`config.mk`:
```
export PLATFORM = sky130hd
export DESIGN_NAME = frame_scrambler
export DESIGN_NICKNAME = d
export VERILOG_FILES = /design/src/rtl/fsc_pkg.sv /design/src/rtl/fsc_ctrl.sv /design/src/rtl/fsc_datapath.sv /design/src/rtl/frame_scrambler.sv
export SDC_FILE = /design/constraint.sdc
export NUM_CORES = 1
export LEC_CHECK = 0
export BUFFER_PORTS_ARGS = -buffer_cell sky130_fd_sc_hd__clkbuf_2
export CAP_MARGIN = 20
export CELL_PAD_IN_SITES_DETAIL_PLACEMENT = 1
export CELL_PAD_IN_SITES_GLOBAL_PLACEMENT = 1
export CORE_MARGIN = 5
export CORE_UTILIZATION = 25
export DETAILED_ROUTE_END_ITERATION = 8
export PLACE_DENSITY_LB_ADDON = 0.05
export SLEW_MARGIN = 20
export SYNTH_ARGS = -nofsm -noshare
export SYNTH_HDL_FRONTEND = slang
export SYNTH_SLANG_ARGS = --single-unit
```
`constraint.sdc`:
```
create_clock -name clk -period 4.7 [get_ports clk]
set_input_delay 0.235 -clock clk [delete_from_list [all_inputs] [get_ports clk]]
set_output_delay 0.235 -clock clk [all_outputs]
set_load 0.02 [all_outputs]
```
`src/rtl/fsc_pkg.sv`:
```
`timescale 1ns/1ps
package fsc_pkg;
  typedef enum logic [1:0] {
    POLY_P7  = 2'd0,
    POLY_P11 = 2'd1,
    POLY_P13 = 2'd2,
    POLY_ALT = 2'd3
  } polyE;

  typedef struct packed {
    logic load;     // reseed from all ones and scramble this byte
    logic advance;  // scramble-position byte: step the generator
    logic apply;    // XOR the mask into the byte
  } ctrlStbS;

  localparam int LFSR_W = 13;
endpackage

```
`src/rtl/fsc_ctrl.sv`:
```
`timescale 1ns/1ps
module fsc_ctrl
  import fsc_pkg::*;
#(
  parameter int OH_BASE = 3,
  parameter int OH_MULT = 3
) (
  input  logic      clk,
  input  logic      rstN,
  input  logic      inValid,
  input  logic      inSof,
  input  logic [1:0] polySel,
  input  logic      stm1Sel,
  input  logic      bypass,
  output ctrlStbS   ctrlStb,
  output polyE      polyCur
);
  localparam int OH_MAX = OH_BASE * OH_MULT;
  localparam int CNT_W  = $clog2(OH_MAX + 2);

  logic             seenFrame;
  logic [CNT_W-1:0] ohCnt;
  logic [CNT_W-1:0] ohLen;
  polyE             polyReg;
  logic             stm1Reg;
  logic             isStart;
  logic             payload;
  logic             firstPay;

  always_comb begin
    ohLen    = stm1Reg ? CNT_W'(OH_MAX) : CNT_W'(OH_BASE);
    isStart  = inValid && inSof;
    payload  = inValid && !inSof && seenFrame && (ohCnt >= ohLen);
    firstPay = payload && (ohCnt == ohLen);
    ctrlStb.load    = firstPay;
    ctrlStb.advance = payload && !firstPay;
    ctrlStb.apply   = payload && !bypass;
    polyCur = polyReg;
  end

  always_ff @(posedge clk) begin
    if (!rstN) begin
      seenFrame <= 1'b0;
      ohCnt     <= '0;
      polyReg   <= POLY_P7;
      stm1Reg   <= 1'b0;
    end else if (isStart) begin
      seenFrame <= 1'b1;
      ohCnt     <= CNT_W'(1);
      polyReg   <= polyE'(polySel);
      stm1Reg   <= stm1Sel;
    end else if (inValid && seenFrame && (ohCnt <= ohLen)) begin
      ohCnt <= ohCnt + CNT_W'(1);
    end
  end

  // the latched selection only moves on a frame-start byte
  p_poly_hold_r6: assert property (@(posedge clk) disable iff (!rstN)
    !(inValid && inSof) |=> $stable(polyReg) && $stable(stm1Reg));

  // a reseed happens once per frame, never on two bytes in a row
  p_single_load_r4: assert property (@(posedge clk) disable iff (!rstN)
    ctrlStb.load |=> !ctrlStb.load);

  // idle cycles leave the frame position untouched
  p_gap_hold_r8: assert property (@(posedge clk) disable iff (!rstN)
    !inValid |=> $stable(ohCnt) && $stable(seenFrame));
endmodule

```
`src/rtl/fsc_datapath.sv`:
```
`timescale 1ns/1ps
module fsc_datapath
  import fsc_pkg::*;
(
  input  logic       clk,
  input  logic       rstN,
  input  logic       inValid,
  input  logic [7:0] inData,
  input  ctrlStbS    ctrlStb,
  input  polyE       poly,
  output logic       outValid,
  output logic [7:0] outData
);
  logic [LFSR_W-1:0] lfsr;
  logic [LFSR_W-1:0] widthMask;
  logic [LFSR_W-1:0] tapMask;
  logic [3:0]        msbIdx;
  logic [LFSR_W-1:0] nextState;
  logic [7:0]        seqBits;

  always_comb begin
    case (poly)
      POLY_P11: begin
        widthMask = LFSR_W'((1 << 11) - 1);
        tapMask   = LFSR_W'((1 << 10) | (1 << 8));
        msbIdx    = 4'd10;
      end
      POLY_P13: begin
        widthMask = LFSR_W'((1 << 13) - 1);
        tapMask   = LFSR_W'((1 << 12) | (1 << 11) | (1 << 9) | (1 << 8));
        msbIdx    = 4'd12;
      end
      default: begin
        widthMask = LFSR_W'((1 << 7) - 1);
        tapMask   = LFSR_W'((1 << 6) | (1 << 5));
        msbIdx    = 4'd6;
      end
    endcase
  end

  // Eight generator steps per byte, first bit into data bit 7
  always_comb begin
    logic [LFSR_W-1:0] st;
    logic              fb;
    st = ctrlStb.load ? widthMask : lfsr;
    seqBits = '0;
    for (int i = 0; i < 8; i++) begin
      seqBits[7-i] = st[msbIdx];
      fb = ^(st & tapMask);
      st = ((st << 1) | LFSR_W'(fb)) & widthMask;
    end
    nextState = st;
  end

  always_ff @(posedge clk) begin
    if (!rstN) begin
      outValid <= 1'b0;
      outData  <= '0;
      lfsr     <= '1;
    end else begin
      outValid <= inValid;
      if (inValid) outData <= ctrlStb.apply ? (inData ^ seqBits) : inData;
      if (ctrlStb.load || ctrlStb.advance) lfsr <= nextState;
    end
  end

  p_valid_follow_r1: assert property (@(posedge clk) disable iff (!rstN)
    inValid |=> outValid);
  p_valid_idle_r1: assert property (@(posedge clk) disable iff (!rstN)
    !inValid |=> !outValid);
  // an unscrambled byte leaves exactly as it came in
  p_pass_through_r7: assert property (@(posedge clk) disable iff (!rstN)
    (inValid && !ctrlStb.apply) |=> outData == $past(inData));
  // the generator never steps from the all-zero lock-up state
  p_state_live_r5: assert property (@(posedge clk) disable iff (!rstN)
    ctrlStb.advance |-> (lfsr & widthMask) != '0);
  p_gap_state_r8: assert property (@(posedge clk) disable iff (!rstN)
    !inValid |=> $stable(lfsr));
endmodule

```
`src/rtl/frame_scrambler.sv`:
```
`timescale 1ns/1ps
module frame_scrambler
  import fsc_pkg::*;
#(
  parameter int OH_BASE = 3,
  parameter int OH_MULT = 3
) (
  input  logic       clk,
  input  logic       rstN,
  input  logic       inValid,
  input  logic       inSof,
  input  logic [7:0] inData,
  input  logic [1:0] polySel,
  input  logic       stm1Sel,
  input  logic       cfgScrambleOff,
  input  logic       pinScrambleOff,
  output logic       outValid,
  output logic [7:0] outData
);
  ctrlStbS ctrlStb;
  polyE    polyCur;
  logic    bypass;

  assign bypass = cfgScrambleOff | pinScrambleOff;

  fsc_ctrl #(.OH_BASE(OH_BASE), .OH_MULT(OH_MULT)) i_ctrl (
    .clk     (clk),
    .rstN    (rstN),
    .inValid (inValid),
    .inSof   (inSof),
    .polySel (polySel),
    .stm1Sel (stm1Sel),
    .bypass  (bypass),
    .ctrlStb (ctrlStb),
    .polyCur (polyCur)
  );

  fsc_datapath i_datapath (
    .clk      (clk),
    .rstN     (rstN),
    .inValid  (inValid),
    .inData   (inData),
    .ctrlStb  (ctrlStb),
    .poly     (polyCur),
    .outValid (outValid),
    .outData  (outData)
  );
endmodule

```
==> results.json <==
{
  "worst_path_max_delay_cell": "ha_1",
  "rows": 41,
  "synth.distinct_cells": 81,
  "crit_top_cell": "a2111oi_2",
  "clk_pin_slew_worst_paths_ns": 0.06,
  "postLayoutCellArea_um2": 3530,
  "synth_nets": 444,
  "clock_latency_ns": 0.28,
  "grt_usage": 0.173,
  "fin_nets": 440,
  "ios": 26,
  "pwr-share-comb": 0.203,
  "vias": 3194,
  "vias_per_cell": 5.40,
  "r2r-start": "i_ctrl.polyCur[1]",
  "clkPwrFrac": 0.462,
  "p_total_w": 0.000806,
  "critPathTopFamily": "compound AO/OA/AOI/OAI gates",
  "r2r-end": "i_datapath.outData[0]",
  "area_delta_synth_final_pct": 11.2,
  "dp_hpwl_um": 8890,
  "first_iter_violations": 144,
  "worstSetupPathType": "reg -> reg",
  "holdBufCountCts": 0,
  "drive_above_1_share": 0.167,
  "chipWidth_um": 123,
  "synth_top_area_frac": 0.189,
  "cts_tree": "yes",
  "crit_chain": "inv_1, ha_1, buf_4, nor2b_1, nor3_2, a31o_1, o211a_1, a2111oi_2, mux2i_1, nor4b_1, a2111oi_2",
  "postSynthRegisterBits": 30,
  "clock_skew_ns": 0.00494,
  "syn_inst": 422,
  "r2r_cells": 11,
  "pwr-share-seq": 0.335,
  "clockBufferDepth": 2,
  "hold_ws_ns": 0.232,
  "hold_viol_final": 0,
  "drtAntennaViolNets": 0,
  "placedInstanceArea_um2": 3370,
  "syn-cell-area_um2": 3180,
  "drc_errors": 0,
  "power.leakage_nw": 1.34,
  "path_max_fanout": 20,
  "critPathLaunch": "i_ctrl.polyCur[1]",
  "fmax_mhz": 285,
  "cts_setup_buffers": 0,
  "clkSinkCount": 30,
  "outcome": "complete, no violations",
  "crit_required_ns": 4.84,
  "relSlewSlack": 0.426,
  "cpPeakStageDelay_ns": 0.71,
  "irDropWorstVdd_mv": 0.0980,
  "cap_violations": 0,
  "layout_min_cycle_time_ns": 3.51,
  "grt_setup_unrepaired": "no",
  "io_buffers": 25,
  "setup_viol": 0,
  "first_pass_iters": 5,
  "ctsResizeCount": 0,
  "setup_slack_ns": 1.19,
  "start_util": 0.254,
  "numCtsBuffers": 5,
  "synth_top_area_cell": "dfxtp_1",
  "critPathArrivalTime_ns": 3.65,
  "powerDensity_nw_per_um2": 228,
  "synth_edf_count": 0,
  "switching_share": 0.293,
  "grt_max_degree": 30,
  "core_um2": 12500,
  "diodes": 0,
  "synthArstFlopShare": 0,
  "clk_root_buffer_cell": "clkbuf_16",
  "cp_num_cells": 11,
  "worstSetupEndpoint": "i_datapath.outData[0]",
  "end_kind": "register",
  "dieArea_um2": 15100,
  "antenna_found_initial": 0,
  "p_int_w": 0.000570,
  "grt_pass1_vias": 3313,
  "n_fill_cell": 1562,
  "synth_warnings": 0,
  "netSwitchingPower_w": 0.000236,
  "drt-total-wl_um": 12700,
  "tightest_slew_ns": 0.861,
  "critPathBufInv": 2,
  "slew_violations": 0,
  "die-height_um": 123,
  "synth.area.top_cells": "dfxtp_1 19%, nand2_1 6.5%, a21oi_1 4.4%",
  "grt_pass1_wl_um": 19900,
  "hold_class": "in -> reg",
  "grt.overflow.total": 0,
  "wl_per_cell_um": 21.4,
  "r2r_setup_slack_ns": 1.19,
  "avgSynthCellArea_um2": 7.53,
  "dp_slack_ns": 1.20,
  "final.setup.tns_ns": 0,
  "start_kind": "register",
  "final_common_cell": "nand2_1",
  "yosysSeqAreaShare": 0.189,
  "gp_congestion": 0.848,
  "h-tree-depth": 2,
  "ys.flop_type": "dfxtp_1",
  "layout_common_cells": "55 x nand2_1, 30 x dfxtp_1, 28 x a21oi_1, 27 x o21ai_0, 25 x clkbuf_2",
  "finalCritPeriodShare": 0.746
}
[per-layer routing]
| metal | global-route usage | part of all wire | up-vias |
|---|---|---|---|
| li1 | - | - | 1546 |
| met5 | 0 | 0 | - |
| met3 | 0.0249 | 0.038 | 9 |
| met1 | 0.232 | 0.45 | 1582 |
| met2 | 0.297 | 0.50 | 57 |
| met4 | 0.0315 | 0.012 | 0 |
[per-stage QoR]
step                      cells  utilization
after floorplan             422            -
after global placement      583        0.269
after detailed placement    583        0.269
after CTS                   591        0.282
after global routing        591        0.282
final                       591        0.282
[how the worst min path moves through the flow]
stage | start | endpoint | slack, ns | cells after the start
2_1_floorplan | polySel[0] | i_ctrl.polyCur[0] | 0.39 | 2
3_3_place_gp | i_datapath.outData[7] | i_datapath.outData[7] | 0.47 | 1
3_5_place_dp | i_datapath.outData[7] | i_datapath.outData[7] | 0.47 | 1
4_1_cts | stm1Sel | i_ctrl.stm1Reg | 0.23 | 3
5_1_grt | polySel[1] | i_ctrl.polyCur[1] | 0.25 | 3
6_report | stm1Sel | i_ctrl.stm1Reg | 0.23 | 3
[sequential cells by signal, indices dropped and copies added (netlist names)]
name,count
i_ctrl.seenFrame,1
i_datapath.lfsr,13
i_datapath.outData,8
i_ctrl.polyCur,2
i_datapath.outValid,1
i_ctrl.stm1Reg,1
i_ctrl.ohCnt,4
[power groups by stage]
stage,Combinational (W),Clock (W),Sequential (W)
2_1_floorplan,0.000107,0,0.000280
3_3_place_gp,0.000165,0,0.000275
3_5_place_dp,0.000164,0,0.000276
4_1_cts,0.000165,0.000388,0.000270
5_1_grt,0.000179,0.000401,0.000271
6_report,0.000164,0.000372,0.000270
[worst min-delay path, stage by stage]
cell	delay (ns)
clkbuf_2	0.08
nand3_1	0.07
a21boi_0	0.07
[kinds of logic after synthesis]
group / share of synthesized area
AOI/OAI and AO/OA: 0.311
and+or+nand+nor: 0.232
buffers and inverters: 0.0831
xor gates and xnor gates: 0.0957
DFF: 0.189
muxes: 0.0693
adders and majority gates: 0.0197
[cell usage after synthesis, types with 5 or more instances]
cell and count:
a21boi_0 5, a21oi_1 28, a22oi_1 5, a31oi_1 5, buf_1 7, buf_2 22, clkbuf_1 13, dfxtp_1 30
ha_1 5, inv_1 6, mux2i_1 13, nand2_1 55, nand3_1 14, nand4_1 5, nor2_1 22, o211ai_1 5
o21ai_0 27, o22ai_1 12, o311ai_0 6, xnor2_1 16, xor2_1 15
[cell type report]
class,instances,area (um2),area share
clock buffers,5,125,0.0354
clock inverters,3,40.0,0.0113
inverters,8,30.0,0.00850
multi-input cells,337,2320,0.655
flip-flops and latches,30,601,0.170
well taps,172,215,0.0609
repair buffers,36,208,0.0588
(Power assumes the default switching activity.)
